--- config.mk ---
export PLATFORM = sky130hd
export DESIGN_NAME = pwm_pin_mux
export DESIGN_NICKNAME = d
export VERILOG_FILES = /design/src/rtl/pwm_pin_pkg.sv /design/src/rtl/pwm_pin_cfg.sv /design/src/rtl/pwm_pin_gpio.sv /design/src/rtl/pwm_pin_chan.sv /design/src/rtl/pwm_pin_mux.sv
export SDC_FILE = /design/constraint.sdc
export NUM_CORES = 1
export LEC_CHECK = 0
export ABC_AREA = 1
export CORE_AREA = 2 2 76 78
export DETAILED_ROUTE_END_ITERATION = 8
export DIE_AREA = 0 0 78 80
export PLACE_DENSITY = 0.84
export SETUP_SLACK_MARGIN = 0.5
export SLEW_MARGIN = 20
export SYNTH_ARGS = -nofsm -noshare
export SYNTH_HDL_FRONTEND = slang
export SYNTH_HIERARCHICAL = 1
export SYNTH_SLANG_ARGS = --single-unit
--- constraint.sdc ---
create_clock -name clk -period 2 [get_ports clk]
set_input_delay 0.4 -clock clk [delete_from_list [all_inputs] [get_ports clk]]
set_output_delay 0.4 -clock clk [all_outputs]
set_load 0.05 [all_outputs]
--- src/rtl/pwm_pin_pkg.sv ---
package pwm_pin_pkg;
  typedef enum logic {
    SEL_PORT = 1'b0,
    SEL_DIR  = 1'b1
  } bus_sel_e;
endpackage

--- src/rtl/pwm_pin_cfg.sv ---
// Reset-time configuration capture and pair-enable decode.
module pwm_pin_cfg #(
  parameter int NUM_PAIRS = 4,
  parameter int EN_W      = 3
) (
  input  logic                 clk,
  input  logic                 rst,
  input  logic                 cfg_pol_hi,
  input  logic                 cfg_pol_lo,
  input  logic                 cfg_pin_mode,
  input  logic [EN_W-1:0]      cfg_en_code,
  output logic                 pol_hi_q,
  output logic                 pol_lo_q,
  output logic [NUM_PAIRS-1:0] pair_en
);
  logic            mode_q;
  logic [EN_W-1:0] code_q;

  // Loaded continuously while reset is held, frozen afterwards.
  always_ff @(posedge clk) begin
    if (rst) begin
      pol_hi_q <= cfg_pol_hi;
      pol_lo_q <= cfg_pol_lo;
      mode_q   <= cfg_pin_mode;
      code_q   <= cfg_en_code;
    end
  end

  // Pair p is enabled when the code exceeds its index.
  for (genvar p = 0; p < NUM_PAIRS; p++) begin : g_pair
    assign pair_en[p] = mode_q && ({1'b0, code_q} > (EN_W+1)'(p));
  end
endmodule

--- src/rtl/pwm_pin_gpio.sv ---
// Port and direction latches written from the bus, plus the input synchronizer.
module pwm_pin_gpio
  import pwm_pin_pkg::*;
#(
  parameter int NUM_PINS = 8
) (
  input  logic                clk,
  input  logic                rst,
  input  logic                bus_wr,
  input  logic                bus_sel,
  input  logic [NUM_PINS-1:0] bus_wdata,
  input  logic [NUM_PINS-1:0] pin_in,
  output logic [NUM_PINS-1:0] port_q,
  output logic [NUM_PINS-1:0] dir_q,
  output logic [NUM_PINS-1:0] sync_q
);
  logic [NUM_PINS-1:0] meta_q;
  bus_sel_e            sel;

  assign sel = bus_sel_e'(bus_sel);

  always_ff @(posedge clk) begin
    if (rst) begin
      port_q <= '0;
      dir_q  <= '0;
    end else if (bus_wr) begin
      if (sel == SEL_PORT) port_q <= bus_wdata;
      else                 dir_q  <= bus_wdata;
    end
  end

  always_ff @(posedge clk) begin
    if (rst) begin
      meta_q <= '0;
      sync_q <= '0;
    end else begin
      meta_q <= pin_in;
      sync_q <= meta_q;
    end
  end
endmodule

--- src/rtl/pwm_pin_chan.sv ---
// One pin: fault/override/generator select, polarity, port-or-PWM mux.
module pwm_pin_chan (
  input  logic pwm,
  input  logic ovr_en,
  input  logic ovr_val,
  input  logic fault_act,
  input  logic fault_val,
  input  logic pol,
  input  logic pwm_on,
  input  logic port_bit,
  input  logic dir_bit,
  output logic drv,
  output logic oe
);
  logic sel_lvl;
  logic out_lvl;

  always_comb begin
    if (fault_act)   sel_lvl = fault_val;
    else if (ovr_en) sel_lvl = ovr_val;
    else             sel_lvl = pwm;
    out_lvl = pol ? sel_lvl : ~sel_lvl;
    drv     = pwm_on ? out_lvl : port_bit;
    oe      = pwm_on | dir_bit;
  end
endmodule

--- src/rtl/pwm_pin_mux.sv ---
// Top: eight PWM-capable pins with reset-configured polarity.
module pwm_pin_mux #(
  parameter int NUM_PAIRS = 4,
  parameter int EN_W      = 3,
  localparam int NUM_PINS = 2 * NUM_PAIRS
) (
  input  logic                clk,
  input  logic                rst,
  input  logic                cfg_pol_hi,
  input  logic                cfg_pol_lo,
  input  logic                cfg_pin_mode,
  input  logic [EN_W-1:0]     cfg_en_code,
  input  logic [NUM_PINS-1:0] pwm_in,
  input  logic [NUM_PINS-1:0] ovr_en,
  input  logic [NUM_PINS-1:0] ovr_val,
  input  logic                fault_act,
  input  logic [NUM_PINS-1:0] fault_val,
  input  logic                bus_wr,
  input  logic                bus_sel,
  input  logic [NUM_PINS-1:0] bus_wdata,
  input  logic [NUM_PINS-1:0] pin_in,
  output logic [NUM_PINS-1:0] pin_out,
  output logic [NUM_PINS-1:0] pin_oe,
  output logic [NUM_PINS-1:0] rd_latch,
  output logic [NUM_PINS-1:0] rd_dir,
  output logic [NUM_PINS-1:0] rd_pin
);
  logic                 pol_hi_q;
  logic                 pol_lo_q;
  logic [NUM_PAIRS-1:0] pair_en;
  logic [NUM_PINS-1:0]  pin_mask;
  logic [NUM_PINS-1:0]  port_q;
  logic [NUM_PINS-1:0]  dir_q;
  logic [NUM_PINS-1:0]  drv_d;
  logic [NUM_PINS-1:0]  oe_d;

  pwm_pin_cfg #(.NUM_PAIRS(NUM_PAIRS), .EN_W(EN_W)) u_cfg (
    .clk(clk), .rst(rst),
    .cfg_pol_hi(cfg_pol_hi), .cfg_pol_lo(cfg_pol_lo),
    .cfg_pin_mode(cfg_pin_mode), .cfg_en_code(cfg_en_code),
    .pol_hi_q(pol_hi_q), .pol_lo_q(pol_lo_q), .pair_en(pair_en)
  );

  pwm_pin_gpio #(.NUM_PINS(NUM_PINS)) u_gpio (
    .clk(clk), .rst(rst),
    .bus_wr(bus_wr), .bus_sel(bus_sel), .bus_wdata(bus_wdata),
    .pin_in(pin_in),
    .port_q(port_q), .dir_q(dir_q), .sync_q(rd_pin)
  );

  for (genvar i = 0; i < NUM_PINS; i++) begin : g_pin
    logic pol_i;
    // Odd pins are high-side, even pins low-side.
    if (i % 2 == 1) begin : g_hi
      assign pol_i = pol_hi_q;
    end else begin : g_lo
      assign pol_i = pol_lo_q;
    end
    assign pin_mask[i] = pair_en[i/2];

    pwm_pin_chan u_chan (
      .pwm(pwm_in[i]), .ovr_en(ovr_en[i]), .ovr_val(ovr_val[i]),
      .fault_act(fault_act), .fault_val(fault_val[i]),
      .pol(pol_i), .pwm_on(pin_mask[i]),
      .port_bit(port_q[i]), .dir_bit(dir_q[i]),
      .drv(drv_d[i]), .oe(oe_d[i])
    );
  end

  always_ff @(posedge clk) begin
    if (rst) begin
      pin_out <= '0;
      pin_oe  <= '0;
    end else begin
      pin_out <= drv_d;
      pin_oe  <= oe_d;
    end
  end

  assign rd_latch = port_q;
  assign rd_dir   = dir_q;
endmodule

==> flow_metrics.py, run 1 <==
metrics = {
    "status": {
        "status": "completed",
    },
    "timing": {
        "finalHoldViolations": 0,
        "layout_min_cycle_time_ns": 1.468,
        "fin_setup_tns_ns": 0,
        "slew_violations": 0,
        "hold_slack_ns": 0.4105,
        "rsz0062_at_grt": "false",
        "skew_ns": 0.005930,
        "finalSetupViolations": 0,
        "slew_headroom_pct": 66.19,
        "fin_crit_sh_pct": 73.38,
        "tightestPinTransition_ns": 0.5053,
        "fmax_mhz": 681.4,
    },
    "synth": {
        "synth-main-ff-cell": "dfxtp_1",
        "synthTopCellsByCount": "inv_1, nand2_1, nand3_1, dfxtp_1, nor2_1",
        "netlist_instances": 365,
        "synthesis.area_um2": 2492,
        "synth_top_area_share_pct": 38.55,
        "syn_avg_cell_area_um2": 6.828,
        "yosysUniqueCellTypes": 18,
        "synth_edf_count": 6,
        "ys_ff_latch": 54,
        "yosysSeqAreaShare_pct": 45.78,
        "synth_most_common_cell": "inv_1",
        "synth_nets": 424,
        "yosys_warnings": 6,
        "yosys-top-cells-area": "dfxtp_1, inv_1, nand3_1",
        "yosys.area.top_type": "dfxtp_1",
        "async_reset_ff_share_pct": 0,
    },
    "worst_setup_path": {
        "worst-path-max-fanout": 3,
        "critical_path.endpoint": "rd_latch[1]",
        "critPathLaunchType": "register",
        "critPathMaxStageDelay_ns": 0.40,
        "cp_num_cells": 1,
        "reg2reg_to": "pin_oe[0]$_SDFF_PP0_",
        "rrSetupSlack_ns": 0.70,
        "end_kind": "output port",
        "startpoint": "u_gpio/port_q[1]$_SDFFE_PP0P_",
        "reg2reg_depth": 5,
        "path_class": "register to output port",
        "path_buf_inv": 1,
        "cp_cell_sequence": "clkdlybuf4s15_2",
        "arrival_ns": 1.07,
        "reg2reg_from": "u_cfg/code_q[2]$_DFFE_PP_",
        "crit_slowest_cell": "clkdlybuf4s15_2",
        "cp.required_ns": 1.60,
        "critical_path.top_delay_family": "buffers and inverters",
    },
    "power_and_ir_drop": {
        "static-leakage-power_nw": 1.845,
        "peakVddDrop_mv": 0.4460,
        "p_per_area_nw_per_um2": 711.0,
        "power_mw": 2.594,
    },
    "clock_network": {
        "post_cts_buffers": 0,
        "htreeDepth": 2,
        "clock-sinks": 54,
        "cts_buffers": 5,
        "clkTransAtPathRegs_ns": 0.10,
        "cts_tree": "done",
        "worst_skew_pair.late_latency_ns": 0.31,
        "root_buffer": "clkbuf_8",
        "cts_buffer_depth": 2,
    },
    "floorplanning": {
        "die_area_um2": 6240,
        "row_count": 27,
        "die_h_um": 80,
        "dieWidth_um": 78,
        "initial_utilization_pct": 46.11,
        "io_pins": 99,
        "core_area_um2": 5405,
    },
    "final_layout": {
        "fillerInstances": 501,
        "drive_above_1_share_pct": 15.14,
        "syn2layout_area_growth_pct": 46.39,
        "postLayoutCoreUtil_pct": 67.50,
        "regArea_um2": 1141,
        "nNetsFinal": 527,
        "num_antenna_cells": 0,
        "multi_input_comb_area_um2": 920.9,
    },
    "drt": {
        "firstDrtPassIters": 4,
        "wl_per_cell_um": 10.89,
        "drt_iter0_markers": 113,
        "route.vias.total": 2391,
        "vias_per_cell": 4.420,
        "final_antenna_net_count": 0,
        "drcViolationCount": 0,
        "drt_wl_total_um": 5889,
    },
    "worst_hold_path": {
        "hold_path.class": "register to register",
    },
    "placed_design": {
        "globalplace.congestion": 0.7752,
        "dp_hpwl_um": 4524,
        "portBuffers": 98,
    },
    "global_routing": {
        "antenna_found_initial": 0,
        "grt_pass1_vias": 2205,
        "grt_max_degree": 28,
        "grt_first_pass_wirelength_um": 9522,
        "grtUsageTotal_pct": 19.14,
        "overflow": 0,
    },
    "run": {
        "drv_cap": 0,
    },
}
-- metal layers --
metal  up-vias  routed length, um  global-route usage [%]
met1      1052               2558                   22.63
met4         0                 60                   5.789
met5         -                  0                       0
met2        60               3011                   35.78
li1       1274                  -                       -
met3         5                258                   2.715
-- cell type report --
cell class / instances / share of cell area, %
multi-input cells: 208 / 25.24
well taps: 72 / 2.469
flip-flops and latches: 54 / 31.28
clock inverters: 3 / 1.303
clock buffers: 5 / 1.886
inverters: 95 / 9.842
repair buffers: 104 / 27.98
-- state kept, by name, summed over array words and instances, names as in the netlist --
| name | flops |
|---|---|
| pin_oe | 8 |
| pin_out | 8 |
| u_cfg/code_q | 3 |
| u_cfg/mode_q | 1 |
| u_cfg/pol_hi_q | 1 |
| u_cfg/pol_lo_q | 1 |
| u_gpio/dir_q | 8 |
| u_gpio/meta_q | 8 |
| u_gpio/port_q | 8 |
| u_gpio/sync_q | 8 |
-- report_power, final --
group / leakage, nW / switching, mW / internal, mW
clock network: 0.0606 / 0.367 / 0.383
registers: 0.455 / 0.0358 / 1.16
logic: 1.33 / 0.384 / 0.261
total: 1.85 / 0.786 / 1.81
-- tightest hold or removal path, delay by kind of cell (launching register included) --
kind                   cells  cell delay, ns
DFF                        1            0.31
and+or+nand+nor            1            0.03
buffers and inverters      1            0.04
-- logic make-up (layout without fill, tap and decap cells) --
kind of cell / Yosys count / after routing / share of synthesized area, %
AOI/OAI and AO/OA: 10 / 10 / 2.008
and+or+nand+nor: 198 / 198 / 34.94
buffers and inverters: 103 / 207 / 17.27
DFF: 54 / 54 / 45.78
-- worst min-delay path by stage --
| stage | start | endpoint | depth (start not counted) |
|---|---|---|---|
| 2_1_floorplan | u_gpio/meta_q[0]$_SDFF_PP0_ | u_gpio/sync_q[0]$_SDFF_PP0_ | 2 |
| 3_3_place_gp | u_gpio/meta_q[1]$_SDFF_PP0_ | u_gpio/sync_q[1]$_SDFF_PP0_ | 2 |
| 3_5_place_dp | u_gpio/meta_q[5]$_SDFF_PP0_ | u_gpio/sync_q[5]$_SDFF_PP0_ | 2 |
| 4_1_cts | u_gpio/meta_q[6]$_SDFF_PP0_ | u_gpio/sync_q[6]$_SDFF_PP0_ | 2 |
| 5_1_grt | u_gpio/meta_q[3]$_SDFF_PP0_ | u_gpio/sync_q[3]$_SDFF_PP0_ | 2 |
| 6_report | u_gpio/meta_q[5]$_SDFF_PP0_ | u_gpio/sync_q[5]$_SDFF_PP0_ | 2 |
-- stage by stage --
| stage | setup WS (ns) | cells | instance area, um^2 |
|---|---|---|---|
| floorplan | 0.8728 | 365 | 2492 |
| global placement | 0.2703 | 532 | 3537 |
| detailed placement | 0.2130 | 532 | 3537 |
| CTS | 0.4881 | 540 | 3704 |
| global route | 0.5000 | 541 | 3649 |
| finish | 0.5324 | 541 | 3649 |
-- layout by cell type (no fill, tap or decap), drive strengths merged, types with 5 or more instances in the layout --
master         synthesis  layout
nand2                 75      75
buf                    8      17
inv                   95      97
edfxtp                 6       6
clkdlybuf4s50          0      56
clkbuf                 0       5
nand3                 56      56
nor2                  51      51
or2                   16      16
clkdlybuf4s15          0      27
a21oi                 10      10
dfxtp                 48      48
-- what timing repair did --
item,CTS,global route
resized for setup,120,25
endpoints found under the setup margin,40,20
hold buffers,0,0
cloned,0,1
Note: power is estimated with default switching activity, not from simulation.
==> inputs of run 2 (changes only) <==
--- a/config.mk
+++ b/config.mk
@@ -6,10 +6,10 @@
 export NUM_CORES = 1
 export LEC_CHECK = 0
 export ABC_AREA = 1
-export CORE_AREA = 2 2 76 78
+export CORE_AREA = 2 2 80 82
 export DETAILED_ROUTE_END_ITERATION = 8
-export DIE_AREA = 0 0 78 80
-export PLACE_DENSITY = 0.84
+export DIE_AREA = 0 0 82 84
+export PLACE_DENSITY = 0.77
 export SETUP_SLACK_MARGIN = 0.5
 export SLEW_MARGIN = 20
 export SYNTH_ARGS = -nofsm -noshare
==> constraint.sdc (replaced) <==
create_clock -name clk -period 1.4 [get_ports clk]
set_input_delay 0.28 -clock clk [delete_from_list [all_inputs] [get_ports clk]]
set_output_delay 0.28 -clock clk [all_outputs]
set_load 0.05 [all_outputs]
==> flow_metrics.py, run 2 (synthesis results as in run 1) <==
metrics = {
    "timing": {
        "fin_setup_tns_ns": 0,
        "layout_min_cycle_time_ns": 1.175,
        "fmax_mhz": 851.1,
        "finalSetupViolations": 0,
        "fin_crit_sh_pct": 83.93,
        "fin_ws_ns": 0.2250,
        "slew_violations": 0,
        "finalHoldViolations": 0,
        "slew_headroom_pct": 78.16,
        "rsz0062_at_grt": "true",
        "skew_ns": 0.005836,
        "tightestPinTransition_ns": 0.3276,
    },
    "status": {
        "status": "completed",
    },
    "worst_setup_path": {
        "arrival_ns": 1.37,
        "end_kind": "register",
        "critPathLaunchType": "register",
        "cp.required_ns": 1.59,
        "path_class": "register to register",
        "worst-path-max-fanout": 6,
    },
    "power_and_ir_drop": {
        "power.switching_mw": 1.235,
        "pwr-share-comb_pct": 30.6,
        "p_per_area_nw_per_um2": 920.9,
        "pwr-share-clk_pct": 26.3,
        "seqPwrFrac_pct": 43.1,
        "peakVddDrop_mv": 0.5850,
        "static-leakage-power_nw": 2.172,
        "switching_share_pct": 30.23,
        "internal_power_mw": 2.850,
    },
    "drt": {
        "drt_wl_total_um": 6986,
        "drcViolationCount": 0,
        "drt_iter0_markers": 75,
        "firstDrtPassIters": 4,
        "wirelength_met1_um": 2670,
        "wl_met3_um": 464,
        "wl_met2_um": 3720,
        "final_antenna_net_count": 0,
        "vias_per_cell": 4.575,
        "route.vias.total": 2603,
        "wl_per_cell_um": 12.28,
        "top_layer_used": "met4",
    },
    "global_routing": {
        "overflow": 0,
        "antenna_found_initial": 0,
        "grtUsageTotal_pct": 20.77,
        "grt_pass1_vias": 2612,
        "grt_max_degree": 33,
        "grt_first_pass_wirelength_um": 11220,
    },
    "final_layout": {
        "drive_above_1_share_pct": 32.32,
        "nNetsFinal": 550,
        "num_antenna_cells": 0,
        "fillerInstances": 431,
        "postLayoutCoreUtil_pct": 72.76,
        "mostFrequentLayoutCells": "inv_1, nand2_1, nand3_1",
        "syn2layout_area_growth_pct": 77.96,
        "final_common_cell": "inv_1",
    },
    "clock_network": {
        "hold_buffers": 0,
        "cts_buffer_depth": 2,
        "root_buffer": "clkbuf_8",
        "clock-sinks": 54,
        "htreeDepth": 2,
        "worst_skew_pair.late_latency_ns": 0.31,
        "clkTransAtPathRegs_ns": 0.09,
        "cts_buffers": 5,
        "cts_tree": "done",
    },
    "placed_design": {
        "pre_cts_ws_ns": -0.2452,
        "dp_hpwl_um": 5052,
        "portBuffers": 98,
        "globalplace.congestion": 0.8484,
    },
    "floorplanning": {
        "die_area_um2": 6888,
        "core_area_um2": 6096,
        "row_count": 29,
        "io_pins": 99,
        "initial_utilization_pct": 40.89,
        "dieWidth_um": 82,
        "die_h_um": 84,
    },
    "run": {
        "drv_cap": 0,
    },
    "worst_hold_path": {
        "hold_path.class": "input port to register",
    },
}
[run 2: changes by cell type in the layout (fill, tap and decap cells not counted), sizes merged]
cell,previous run,this run
clkbuf,5,7
dlygate4sd2,0,4
buf,17,69
clkdlybuf4s15,27,0
clkdlybuf4s50,56,51
clkdlybuf4s18,3,0
[run 2: critical path: stages (launching register included)]
cell and delay (ns):
edfxtp_1 0.41, nand2_1 0.12, a21oi_4 0.26, inv_1 0.08, nand2_1 0.06, nand2_1 0.05
inv_1 0.05, nor2_1 0.03
[run 2: final timing paths]
kind	startpoint	endpoint	slack (ns)	depth (start not counted)
setup / recovery	u_cfg/code_q[1]$_DFFE_PP_	pin_out[5]$_SDFF_PP0_	0.22	7
setup reg to reg	u_cfg/code_q[1]$_DFFE_PP_	pin_out[5]$_SDFF_PP0_	0.22	7
hold reg to reg	u_gpio/meta_q[1]$_SDFF_PP0_	u_gpio/sync_q[1]$_SDFF_PP0_	0.40	2
hold / removal	rst	pin_out[5]$_SDFF_PP0_	0.33	2
[run 2: metal layers]
| metal | track usage [%] | vias to the layer above |
|---|---|---|
| li1 | - | 1322 |
| met1 | 22.47 | 1181 |
| met2 | 38.36 | 88 |
| met3 | 4.654 | 12 |
| met4 | 7.273 | 0 |
| met5 | 0 | - |
[run 2: layout make-up]
type,instances,area (um^2),area share [%]
Timing Repair Buffer,127,1647,37.12
Clock buffer,5,68.82,1.551
Multi-Input combinational cell,208,1008,22.74
Clock inverter,3,47.55,1.072
Sequential cell,54,1206,27.19
Inverter,95,361.6,8.152
Tap cell,77,96.34,2.172
[run 2: power by group through the flow]
stage                     clock network (mW)  logic (mW)  registers (mW)
after floorplan                            0       0.340            2.00
after global placement                     0        1.12            1.79
after detailed placement                   0        1.15            1.79
after CTS                               1.11        1.22            1.76
after global routing                    1.19        1.33            1.77
final                                   1.08        1.25            1.76
[run 2: stage by stage]
step	cell area (um^2)	std cells	hold WS (ns)	total power [mW]
after floorplan	2535	365	0.3789	2.336
after global placement	4019	538	0.3904	2.911
after detailed placement	4019	538	0.3936	2.943
after CTS	4367	567	0.3177	4.081
after global routing	4436	569	0.3585	4.291
final	4436	569	0.3310	4.085
[run 2: timing repair]
| action | in CTS | in global routing |
|---|---|---|
| endpoints found under the setup margin | 72 | 59 |
| endpoints found under the hold margin | 0 | 0 |
| gates cloned | 1 | 1 |
| gates resized for setup | 47 | 17 |
| setup buffers | 20 | 1 |
| pin swaps | 6 | 14 |
